--- src/rtl/vr_fault_policy.sv ---
module vr_fault_policy #(
  parameter int NPH      = 4,
  parameter int VW       = 12,
  parameter int IW       = 12,
  parameter int TW       = 10,
  parameter int CW       = 16,
  parameter int FW       = 4,
  parameter int RW       = 3,
  parameter int TSW      = 32,
  parameter int TICK_DIV = 100000,
  parameter int RAIL_ID  = 0,
  localparam int PW      = (NPH > 1) ? $clog2(NPH) : 1
)(
  input  logic              clk,
  input  logic              rst_n,
  input  logic              run_req,
  input  logic              clr_latch,
  input  logic              load_step,
  input  logic [VW-1:0]     v_code,
  input  logic [IW-1:0]     i_total,
  input  logic [NPH*IW-1:0] i_phase,
  input  logic [NPH*TW-1:0] t_phase,
  input  logic [TW-1:0]     t_ctrl,
  input  logic [VW-1:0]     ov_lim,
  input  logic [VW-1:0]     uv_lim,
  input  logic [IW-1:0]     oct_lim,
  input  logic [IW-1:0]     short_lim,
  input  logic [IW-1:0]     oph_lim,
  input  logic [TW-1:0]     t_warn,
  input  logic [TW-1:0]     t_hot,
  input  logic [FW-1:0]     ov_filt,
  input  logic [CW-1:0]     uv_blank,
  input  logic [CW-1:0]     start_len,
  input  logic [CW-1:0]     oc_cool,
  input  logic [CW-1:0]     ph_cool,
  input  logic [CW-1:0]     hot_deb,
  input  logic [CW-1:0]     good_len,
  input  logic [RW-1:0]     retry_max,
  output logic              rail_en,
  output logic [NPH-1:0]    ph_off,
  output logic              derate,
  output logic              pgood,
  output logic              log_vld,
  output logic [TSW-1:0]    log_ts,
  output logic [6:0]        log_cause,
  output logic [3:0]        log_rail,
  output logic [PW-1:0]     log_phase,
  output logic [IW-1:0]     log_cur,
  output logic [TW-1:0]     log_tmp
);
  localparam int DW = (TICK_DIV > 1) ? $clog2(TICK_DIV) : 1;

  typedef enum logic [2:0] {S_OFF, S_RAMP, S_RUN, S_COOL, S_HOLD, S_LATCH} st_t;
  st_t st;

  logic [DW-1:0]  div_q;
  logic [TSW-1:0] ts_q;
  logic           tick;
  assign tick = (div_q == DW'(TICK_DIV - 1));

  always_ff @(posedge clk or negedge rst_n)
    if (!rst_n) begin
      div_q <= '0;
      ts_q  <= '0;
    end else begin
      div_q <= tick ? '0 : div_q + 1'b1;
      ts_q  <= ts_q + 1'b1;
    end

  logic ramp, run, live;
  assign ramp    = (st == S_RAMP);
  assign run     = (st == S_RUN);
  assign live    = ramp | run;
  assign rail_en = live;
  assign pgood   = run;
  assign log_rail = 4'(RAIL_ID);

  logic [FW-1:0] ov_cnt;
  logic          ov_raw;
  assign ov_raw = (v_code > ov_lim);

  always_ff @(posedge clk or negedge rst_n)
    if (!rst_n)              ov_cnt <= '0;
    else if (!ov_raw)        ov_cnt <= '0;
    else if (ov_cnt != '1)   ov_cnt <= ov_cnt + 1'b1;

  logic [IW-1:0] iph [NPH];
  logic [TW-1:0] tph [NPH];
  logic [CW-1:0] pc_q [NPH];
  logic [CW-1:0] hc_q [NPH];
  logic [CW-1:0] blank_q, scnt_q, ccnt_q, gcnt_q, hcc_q;
  logic [RW-1:0] retry_q;
  logic [NPH-1:0] oph, phot;
  logic [PW-1:0]  pid;
  logic           warn, phf;

  always_comb begin
    oph  = '0;
    phot = '0;
    pid  = '0;
    warn = (t_ctrl > t_warn);
    for (int k = 0; k < NPH; k++) begin
      iph[k]  = i_phase[k*IW +: IW];
      tph[k]  = t_phase[k*TW +: TW];
      oph[k]  = run && !ph_off[k] && (iph[k] > oph_lim);
      phot[k] = run && !ph_off[k] && (tph[k] >= t_hot) && (hc_q[k] >= hot_deb);
      if (tph[k] > t_warn) warn = 1'b1;
    end
    for (int k = NPH - 1; k >= 0; k--)
      if (oph[k] || phot[k]) pid = PW'(k);
  end
  assign phf = |(oph | phot);

  logic f_ov, f_oct, f_sht, f_uv, f_chot;
  assign f_ov   = live && ov_raw && (ov_cnt >= ov_filt);
  assign f_oct  = run && (i_total > oct_lim);
  assign f_sht  = ramp && (i_total > short_lim);
  assign f_uv   = run && (blank_q == '0) && (v_code < uv_lim);
  assign f_chot = live && (t_ctrl >= t_hot) && (hcc_q >= hot_deb);

  logic [6:0] cause;
  assign cause = {f_chot, |phot, |oph, f_uv, f_sht, f_oct, f_ov};

  logic [CW-1:0] backoff;
  logic          spent;
  assign backoff = oc_cool << retry_q;
  assign spent   = (retry_q >= retry_max);

  always_ff @(posedge clk or negedge rst_n)
    if (!rst_n) begin
      blank_q <= '0;
      hcc_q   <= '0;
      derate  <= 1'b0;
    end else begin
      derate <= warn;
      if (ramp || load_step)          blank_q <= uv_blank;
      else if (tick && blank_q != '0) blank_q <= blank_q - 1'b1;
      if (t_ctrl < t_hot)             hcc_q <= '0;
      else if (tick && hcc_q < hot_deb) hcc_q <= hcc_q + 1'b1;
    end

  always_ff @(posedge clk or negedge rst_n)
    if (!rst_n) begin
      ph_off <= '0;
      for (int k = 0; k < NPH; k++) begin
        pc_q[k] <= '0;
        hc_q[k] <= '0;
      end
    end else begin
      for (int k = 0; k < NPH; k++) begin
        if (tph[k] < t_hot)                 hc_q[k] <= '0;
        else if (tick && hc_q[k] < hot_deb) hc_q[k] <= hc_q[k] + 1'b1;
        if (oph[k] || phot[k]) begin
          ph_off[k] <= 1'b1;
          pc_q[k]   <= ph_cool;
        end else if (ph_off[k] && pc_q[k] == '0) begin
          ph_off[k] <= 1'b0;
        end else if (tick && pc_q[k] != '0) begin
          pc_q[k] <= pc_q[k] - 1'b1;
        end
      end
    end

  always_ff @(posedge clk or negedge rst_n)
    if (!rst_n) begin
      st      <= S_OFF;
      scnt_q  <= '0;
      ccnt_q  <= '0;
      gcnt_q  <= '0;
      retry_q <= '0;
    end else begin
      if (!run)                              gcnt_q <= '0;
      else if (tick && gcnt_q < good_len)    gcnt_q <= gcnt_q + 1'b1;
      if (run && gcnt_q >= good_len)         retry_q <= '0;
      case (st)
        S_OFF:
          if (run_req) begin
            st     <= S_RAMP;
            scnt_q <= start_len;
          end
        S_RAMP:
          if (f_ov) st <= S_LATCH;
          else if (f_sht) begin
            if (spent) st <= S_LATCH;
            else begin
              st      <= S_COOL;
              ccnt_q  <= backoff;
              retry_q <= retry_q + 1'b1;
            end
          end
          else if (f_chot)            st <= S_LATCH;
          else if (!run_req)          st <= S_OFF;
          else if (scnt_q == '0)      st <= S_RUN;
          else if (tick)              scnt_q <= scnt_q - 1'b1;
        S_RUN:
          if (f_ov) st <= S_LATCH;
          else if (f_oct) begin
            if (spent) st <= S_LATCH;
            else begin
              st      <= S_COOL;
              ccnt_q  <= oc_cool;
              retry_q <= retry_q + 1'b1;
            end
          end
          else if (f_uv)              st <= S_HOLD;
          else if (f_chot)            st <= S_LATCH;
          else if (!run_req)          st <= S_OFF;
        S_COOL:
          if (ccnt_q == '0) begin
            if (run_req) begin
              st     <= S_RAMP;
              scnt_q <= start_len;
            end else st <= S_OFF;
          end else if (tick) ccnt_q <= ccnt_q - 1'b1;
        S_HOLD:
          if (!run_req) st <= S_OFF;
        S_LATCH:
          if (clr_latch) begin
            st      <= S_OFF;
            retry_q <= '0;
          end
        default: st <= S_OFF;
      endcase
    end

  always_ff @(posedge clk or negedge rst_n)
    if (!rst_n) begin
      log_vld   <= 1'b0;
      log_ts    <= '0;
      log_cause <= '0;
      log_phase <= '0;
      log_cur   <= '0;
      log_tmp   <= '0;
    end else begin
      log_vld <= |cause;
      if (|cause) begin
        log_ts    <= ts_q;
        log_cause <= cause;
        log_phase <= pid;
        log_cur   <= phf ? iph[pid] : i_total;
        log_tmp   <= phf ? tph[pid] : t_ctrl;
      end
    end
endmodule

--- config.mk ---
export PLATFORM = sky130hd
export DESIGN_NAME = vr_fault_policy
export DESIGN_NICKNAME = d
export VERILOG_FILES = /design/src/rtl/vr_fault_policy.sv
export SDC_FILE = /design/constraint.sdc
export NUM_CORES = 1
export LEC_CHECK = 0
export BUFFER_PORTS_ARGS = -buffer_cell sky130_fd_sc_hd__buf_2
export CELL_PAD_IN_SITES_DETAIL_PLACEMENT = 1
export CELL_PAD_IN_SITES_GLOBAL_PLACEMENT = 2
export CORE_ASPECT_RATIO = 1.1
export CORE_MARGIN = 4
export CORE_UTILIZATION = 35
export CTS_CLUSTER_DIAMETER = 40
export DETAILED_ROUTE_END_ITERATION = 10
export PLACE_DENSITY = 0.83
export SKIP_CTS_REPAIR_TIMING = 1
export SLEW_MARGIN = 20
export SYNTH_ARGS = -nofsm -noshare
export SYNTH_HDL_FRONTEND = slang
export SYNTH_SLANG_ARGS = --single-unit
export TNS_END_PERCENT = 1
--- constraint.sdc ---
create_clock -name clk -period 4.4 [get_ports clk]
set_clock_uncertainty 0.1 [all_clocks]
set_input_delay 0.66 -clock clk [delete_from_list [all_inputs] [get_ports clk]]
set_output_delay 0.66 -clock clk [all_outputs]
set_load 0.01 [all_outputs]
Word-level counts from Yosys, hierarchy flattened
Cells that the tools add are included.
{"block": "op_classes", "add_sub_neg": 17, "order_cmp": 38, "eq_ne": 30, "shift": 1, "muxes": 95, "bitwise": 3, "n_reduce_logical": 89}
{"operator": "16-bit two-way mux", "n": 42}
{"operator": "16-bit zero test", "n": 7}
{"operator": "16-bit by 1-bit subtractor with 16-bit output, second input constant", "n": 7}
{"operator": "16-bit by 1-bit adder with 16-bit output, second input constant", "n": 6}
{"operator": "16-bit greater-or-equal comparator", "n": 6}
{"operator": "16-bit < comparator", "n": 6}
{"operator": "16-bit case mux with 3 select lines", "n": 2}
{"operator": "12-bit greater-than comparator", "n": 7}
{"operator": "16-bit nonzero test", "n": 5}
{"operator": "3-bit two-way mux", "n": 21}
{"operator": "10-bit greater-or-equal comparator", "n": 5}
{"operator": "10-bit greater-than comparator", "n": 5}
{"operator": "10-bit < comparator", "n": 5}
{"operator": "1-bit logical AND", "n": 40}
{"operator": "12-bit two-way mux", "n": 3}
{"operator": "2-bit != test, second input constant", "n": 18}
{"operator": "32-bit by 1-bit adder with 32-bit output, second input constant", "n": 1}
{"operator": "10-bit two-way mux", "n": 3}
{"operator": "2-bit nonzero test", "n": 14}
{"operator": "12-bit binary-select mux with 2-bit select", "n": 1}
{"operator": "10-bit binary-select mux with 2-bit select", "n": 1}
{"operator": "3-bit case mux with 6 select lines", "n": 1}
{"operator": "17-bit by 1-bit adder with 17-bit output, second input constant", "n": 1}
{"operator": "17-bit == test, second input constant", "n": 1}
{"operator": "31 further kinds", "n": 65}
{"block": "word_totals", "reg_bits": 336, "input_bits": 310, "out_inout_bits": 75}

Logic depth before layout (Yosys ltp)
{"block": "logic_depth", "ltp_word": 14, "depth_mapped": 14}

Worst setup path before layout
OpenSTA, ideal clock, no wires.
{"block": "synth_timing", "path_type": "in2reg", "start": "in oph_lim[6]", "end": "reg log_ts[10]", "arrival_ps": 3421, "required_time_ps": 4175, "setup_slack_ps": 754, "stages": 12, "n_path_buf": 2, "cell_sequence": "inv_1 -> ha_1 -> and3_1 -> a221o_1 -> a221oi_1 -> a21oi_1 -> nor4_2 -> nand4bb_1 -> clkbuf_1 -> nor4_4 -> buf_2 -> mux2_2"}
{"block": "synth_via", "elab_chain_len": 3, "elab_cells_between_ends": 9}
{"item": "start: declaration", "line_no": "28", "source": "input logic [IW-1:0] oph_lim,"}
{"item": "12-bit greater-than comparator", "line_no": "105", "source": "oph[k] = run && !ph_off[k] && (iph[k] > oph_lim);"}
{"item": "1-bit logical AND", "line_no": "105"}
{"item": "13-bit OR reduction *", "line_no": "236", "source": "if (|cause) begin"}
{"item": "end signal: assignment", "line_no": "237", "source": "log_ts <= ts_q;"}
{"item": "end: declaration", "line_no": "44", "source": "output logic [TSW-1:0] log_ts,"}
Mark *: on every way between the ends. The rest lies on a longest branch, timed or not.
A chain may end at the register's enable or synchronous reset.

Worst setup path after layout
{"block": "layout_timing", "start": "reg hc_q[27] in the netlist's numbering", "end": "reg log_tmp[2]"}
{"block": "layout_via", "elab_chain_len": 11, "elab_cells_between_ends": 14}
{"item": "start: declaration", "line_no": "90", "source": "logic [CW-1:0] hc_q [NPH];"}
{"item": "start signal: indexed assignment", "line_no": "147", "source": "hc_q[k] <= '0;"}
{"item": "start signal: indexed assignment", "line_no": "151", "source": "if (tph[k] < t_hot) hc_q[k] <= '0;"}
{"item": "16-bit greater-or-equal comparator *", "line_no": "106", "source": "phot[k] = run && !ph_off[k] && (tph[k] >= t_hot) && (hc_q[k] >= hot_deb);"}
{"item": "1-bit logical AND *", "line_no": "106"}
{"item": "1-bit logical OR", "line_no": "110", "source": "if (oph[k] || phot[k]) pid = PW'(k);"}
{"item": "2-bit two-way mux (3 in a row)", "line_no": "110"}
{"item": "2-bit NOT with 3-bit output (implied by the code)", "line_no": "241", "source": "log_tmp <= phf ? tph[pid] : t_ctrl;"}
{"item": "10-bit binary-select mux with 2-bit select", "line_no": "241"}
{"item": "10-bit two-way mux (implied by the code) (2 in a row)", "line_no": "241"}
{"item": "10-bit two-way mux", "line_no": "241"}
{"item": "end signal: assignment", "line_no": "241"}
{"item": "end: declaration", "line_no": "49", "source": "output logic [TW-1:0] log_tmp"}
Mark *: on every way between the ends. The rest lies on a longest branch, timed or not. The select of a mux whose other input is x is not followed.

==> impl_metrics.csv <==
group,metric,value,unit
sta,max_freq,0.258,GHz
sta,tightest_slew,1.07,ns
final_layout,final_nets,3868,
sta,setup_viol,0,
cts,cts_buffers,77,
cts,clock-sinks,336,
min_path,holdPathStages,3,
critical_path,worst_r2r_path_depth,11,
synthesis,netlist_area,24600,sq um
routing,routed_wl,95300,microns
min_path,worstHoldStart,"uv_blank[1]",
placement,gp_congestion,0.910,
synthesis,async_reset_ff_share,100,%
critical_path,r2r_slack,0.52,ns
synthesis,synth_cell_types,81,
synthesis,synth-main-ff-cell,"dfrtp_1",
synthesis,yosysWarnings,0,
cts,clk_latency,0.62,ns
global_route,grt_pass1_vias,25900,
final_layout,area_growth,24.1,%
critical_path,timing.rr.start,"hc_q[27]",
routing,drt_iter0_drc,1271,
critical_path,slowest_delay,0.45,ns
min_path,min_path_type,"primary input to register",
sta,relSlewSlack,28.9,%
final_layout,design_area,30600,sq um
sta,rsz0062_at_grt,"no",
routing,dr.pass1.iters,7,
synthesis,synth_top_area_share,34.2,%
critical_path,cp_slowest_cell,"a32oi_1",
critical_path,cp_top_family,"compound AO/OA/AOI/OAI gates",
placement,dp_hpwl,74700,microns
sta,maxSlewViolCount,0,
pwr,power.density,423,nW/um^2
critical_path,crit_path_end_kind,"register",
global_route,antenna_found_initial,18,
flow_run,max-cap-violations,0,
critical_path,arrival,4.24,ns
synthesis,ys_seq_area_share,34.2,%
cts,clk_pin_slew_worst_paths,0.05,ns
sta,fin_crit_sh,88.1,%
critical_path,worstPathRequired,4.77,ns
floorplanning,dieArea,74700,sq um
critical_path,reg2reg_to,"log_tmp[2]",
synthesis,netlist_top_cells_area,"dfrtp_1, ha_1, a21oi_1",
global_route,grt_usage,25.0,%
floorplanning,io_pins,385,
placement,numPortBuffers,380,
critical_path,critPathLaunchType,"register",
floorplanning,die_h,286,microns
floorplanning,chipWidth,261,microns
synthesis,postSynthCellCount,2816,
sta,tns,0,ns
routing,wl_per_cell,22.5,microns
final_layout,finish.utilization,44.0,%
routing,vias,23700,
global_route,grt_overflow,0,
min_path,holdPathEnd,"blank_q[1]",
global_route,grt_pass1_wl,147000,microns
placement,dp.cells,4089,
placement,place_area,27900,sq um
cts,clk_path_buf_depth,3,
critical_path,path_max_fanout,58,
pwr,ir_drop,0.000237,V
routing,postRouteAntennaNets,0,
critical_path,critical_path.cell_chain,"ha_1 -> a21oi_1 -> o21ai_0 -> a221oi_1 -> o211ai_1 -> a32oi_1 -> nand4bb_2 -> nor4_4 -> buf_12 -> buf_4 -> o221ai_1",
floorplanning,coreArea,69400,sq um
floorplanning,row_count,101,
cts,cts_tree,"done",
routing,drc_errors,0,
final_layout,drive_above_1_share,19.3,%
run_status,outcome,"finished clean",
global_route,grt_start_max_net_pins,126,
cts,cts_max_level,3,
floorplanning,floorplan.initialDensity,35.5,%
critical_path,path_class,"register to register",
cts,root_buffer,"clkbuf_16",
sta,post-route-min-period,3.88,ns
sta,finalHoldViolCount,0,
final_layout,stdcell_count,4239,
synthesis,avgSynthCellArea,8.74,sq um
pwr,p_leak,14.3,nW
synthesis,synth_area_leader_cell,"dfrtp_1",
critical_path,cp.depth,11,
synthesis,ys_ff_latch,336,
routing,routed_via_density,5.59,
critical_path,cp_num_buf_inv,2,
synthesis,synth_edf_count,0,
## routing by layer
layer / GRT usage (%) / vias up / routed length (microns)
li1: - / 11100 / -
met5: 0 / - / 97
met3: 5.27 / 225 / 5650
met1: 30.6 / 11700 / 39400
met4: 10.3 / 14 / 3820
met2: 42.7 / 669 / 46400
## cell usage in the layout, fill, tap and decap left out, drive strengths merged, types with 64 or more instances in the layout
master  synthesis  final
ha            315    315
nand3          86     86
nand4          81     81
a21oi         228    228
nor3           64     64
o21ai         133    133
dfrtp         336    336
nand2         241    241
nor2          289    289
buf            20    434
clkbuf         70     94
xor2           71     71
inv           188    199
xnor2         111    111
## registers in the layout (all words and copies together), names as in the netlist
| name | cells |
|---|---|
| hc_q | 64 |
| pc_q | 64 |
| log_ts | 32 |
| ts_q | 32 |
| div_q | 17 |
| blank_q | 16 |
| ccnt_q | 16 |
| gcnt_q | 16 |
| hcc_q | 16 |
| scnt_q | 16 |
| log_cur | 12 |
| log_tmp | 10 |
| log_cause | 7 |
| ov_cnt | 4 |
| ph_off | 4 |
| retry_q | 3 |
| st | 3 |
| log_phase | 2 |
| derate | 1 |
| log_vld | 1 |
## through the flow
stage / hold slack [ns] / power, mW / setup WS (ns)
floorplan: 0.264 / 5.75 / 0.754
global placement: 0.360 / 6.95 / 0.280
detailed placement: 0.374 / 7.09 / 0.147
CTS: 0.109 / 13.0 / 0.529
global route: 0.144 / 13.6 / 0.299
finish: 0.143 / 12.9 / 0.523
## area by class of cell
type                    instances  area, sq um
diodes                          9         22.5
repair buffers                435         2410
clock inverters                45          507
flip-flops and latches        336         8410
inverters                     188          706
well taps                     927         1160
clock buffers                  94         2130
fillers                      8139        38800
multi-input cells            2205        15200
## worst max path at each step
stage / from / to / slack [ns]
global placement: t_hot[3] / scnt_q[6] / 0.28
floorplan: oph_lim[6] / log_ts[10] / 0.75
CTS: blank_q[0] / log_tmp[2] / 0.53
global route: hc_q[27] / log_tmp[4] / 0.30
finish: hc_q[27] / log_tmp[2] / 0.52
detailed placement: t_hot[3] / scnt_q[6] / 0.15
## worst register-to-register path, delay by kind of cell, from the launching register on
family | cells | cell delay, ns
fa+ha+maj | 1 | 0.35
flops | 1 | 0.44
buf+inv | 2 | 0.60
simple gates | 2 | 0.62
compound gates | 6 | 1.65
## cell families (layout without fill, tap and decap cells)
family / Yosys count / in the layout / share of synthesized area, %
AOI/OAI and AO/OA: 642 / 642 / 16.5
xor gates and xnor gates: 182 / 182 / 6.47
adders and majority gates: 315 / 315 / 16.0
buffers and inverters: 278 / 762 / 4.39
DFF: 336 / 336 / 34.2
muxes: 58 / 58 / 2.63
other: 1 / 13 / 0.0152
and+or+nand+nor: 1004 / 1004 / 19.8
## Yosys cell counts, types with 6 or more instances
master,count
o31ai_1,8
o221ai_1,47
a211oi_1,27
or2_2,11
buf_1,6
mux2_2,34
o211ai_1,23
and3_1,29
a31oi_1,22
xor2_1,71
dfrtp_1,336
nor3_1,64
o21ai_0,132
nand2_1,241
or3_1,44
nor2b_1,25
mux2i_1,22
ha_1,315
nand3b_1,7
a221oi_1,6
and2_1,31
clkbuf_1,70
a21oi_1,228
nand4_1,81
o22ai_1,26
nand3_1,86
a311oi_1,6
or4_1,13
buf_2,6
nor4_1,31
a21o_1,35
nor2_1,289
inv_1,188
nand2b_1,20
and4_1,15
xnor2_1,111
o21a_1,13
buf_4,8
## power breakdown
group,switching (mW),internal (mW),total [mW]
clock,2.00,3.83,5.83
sequential,0.377,3.48,3.85
combinational,1.99,1.23,3.23
total,4.37,8.54,12.9
Power figures use the tool's default switching activity.
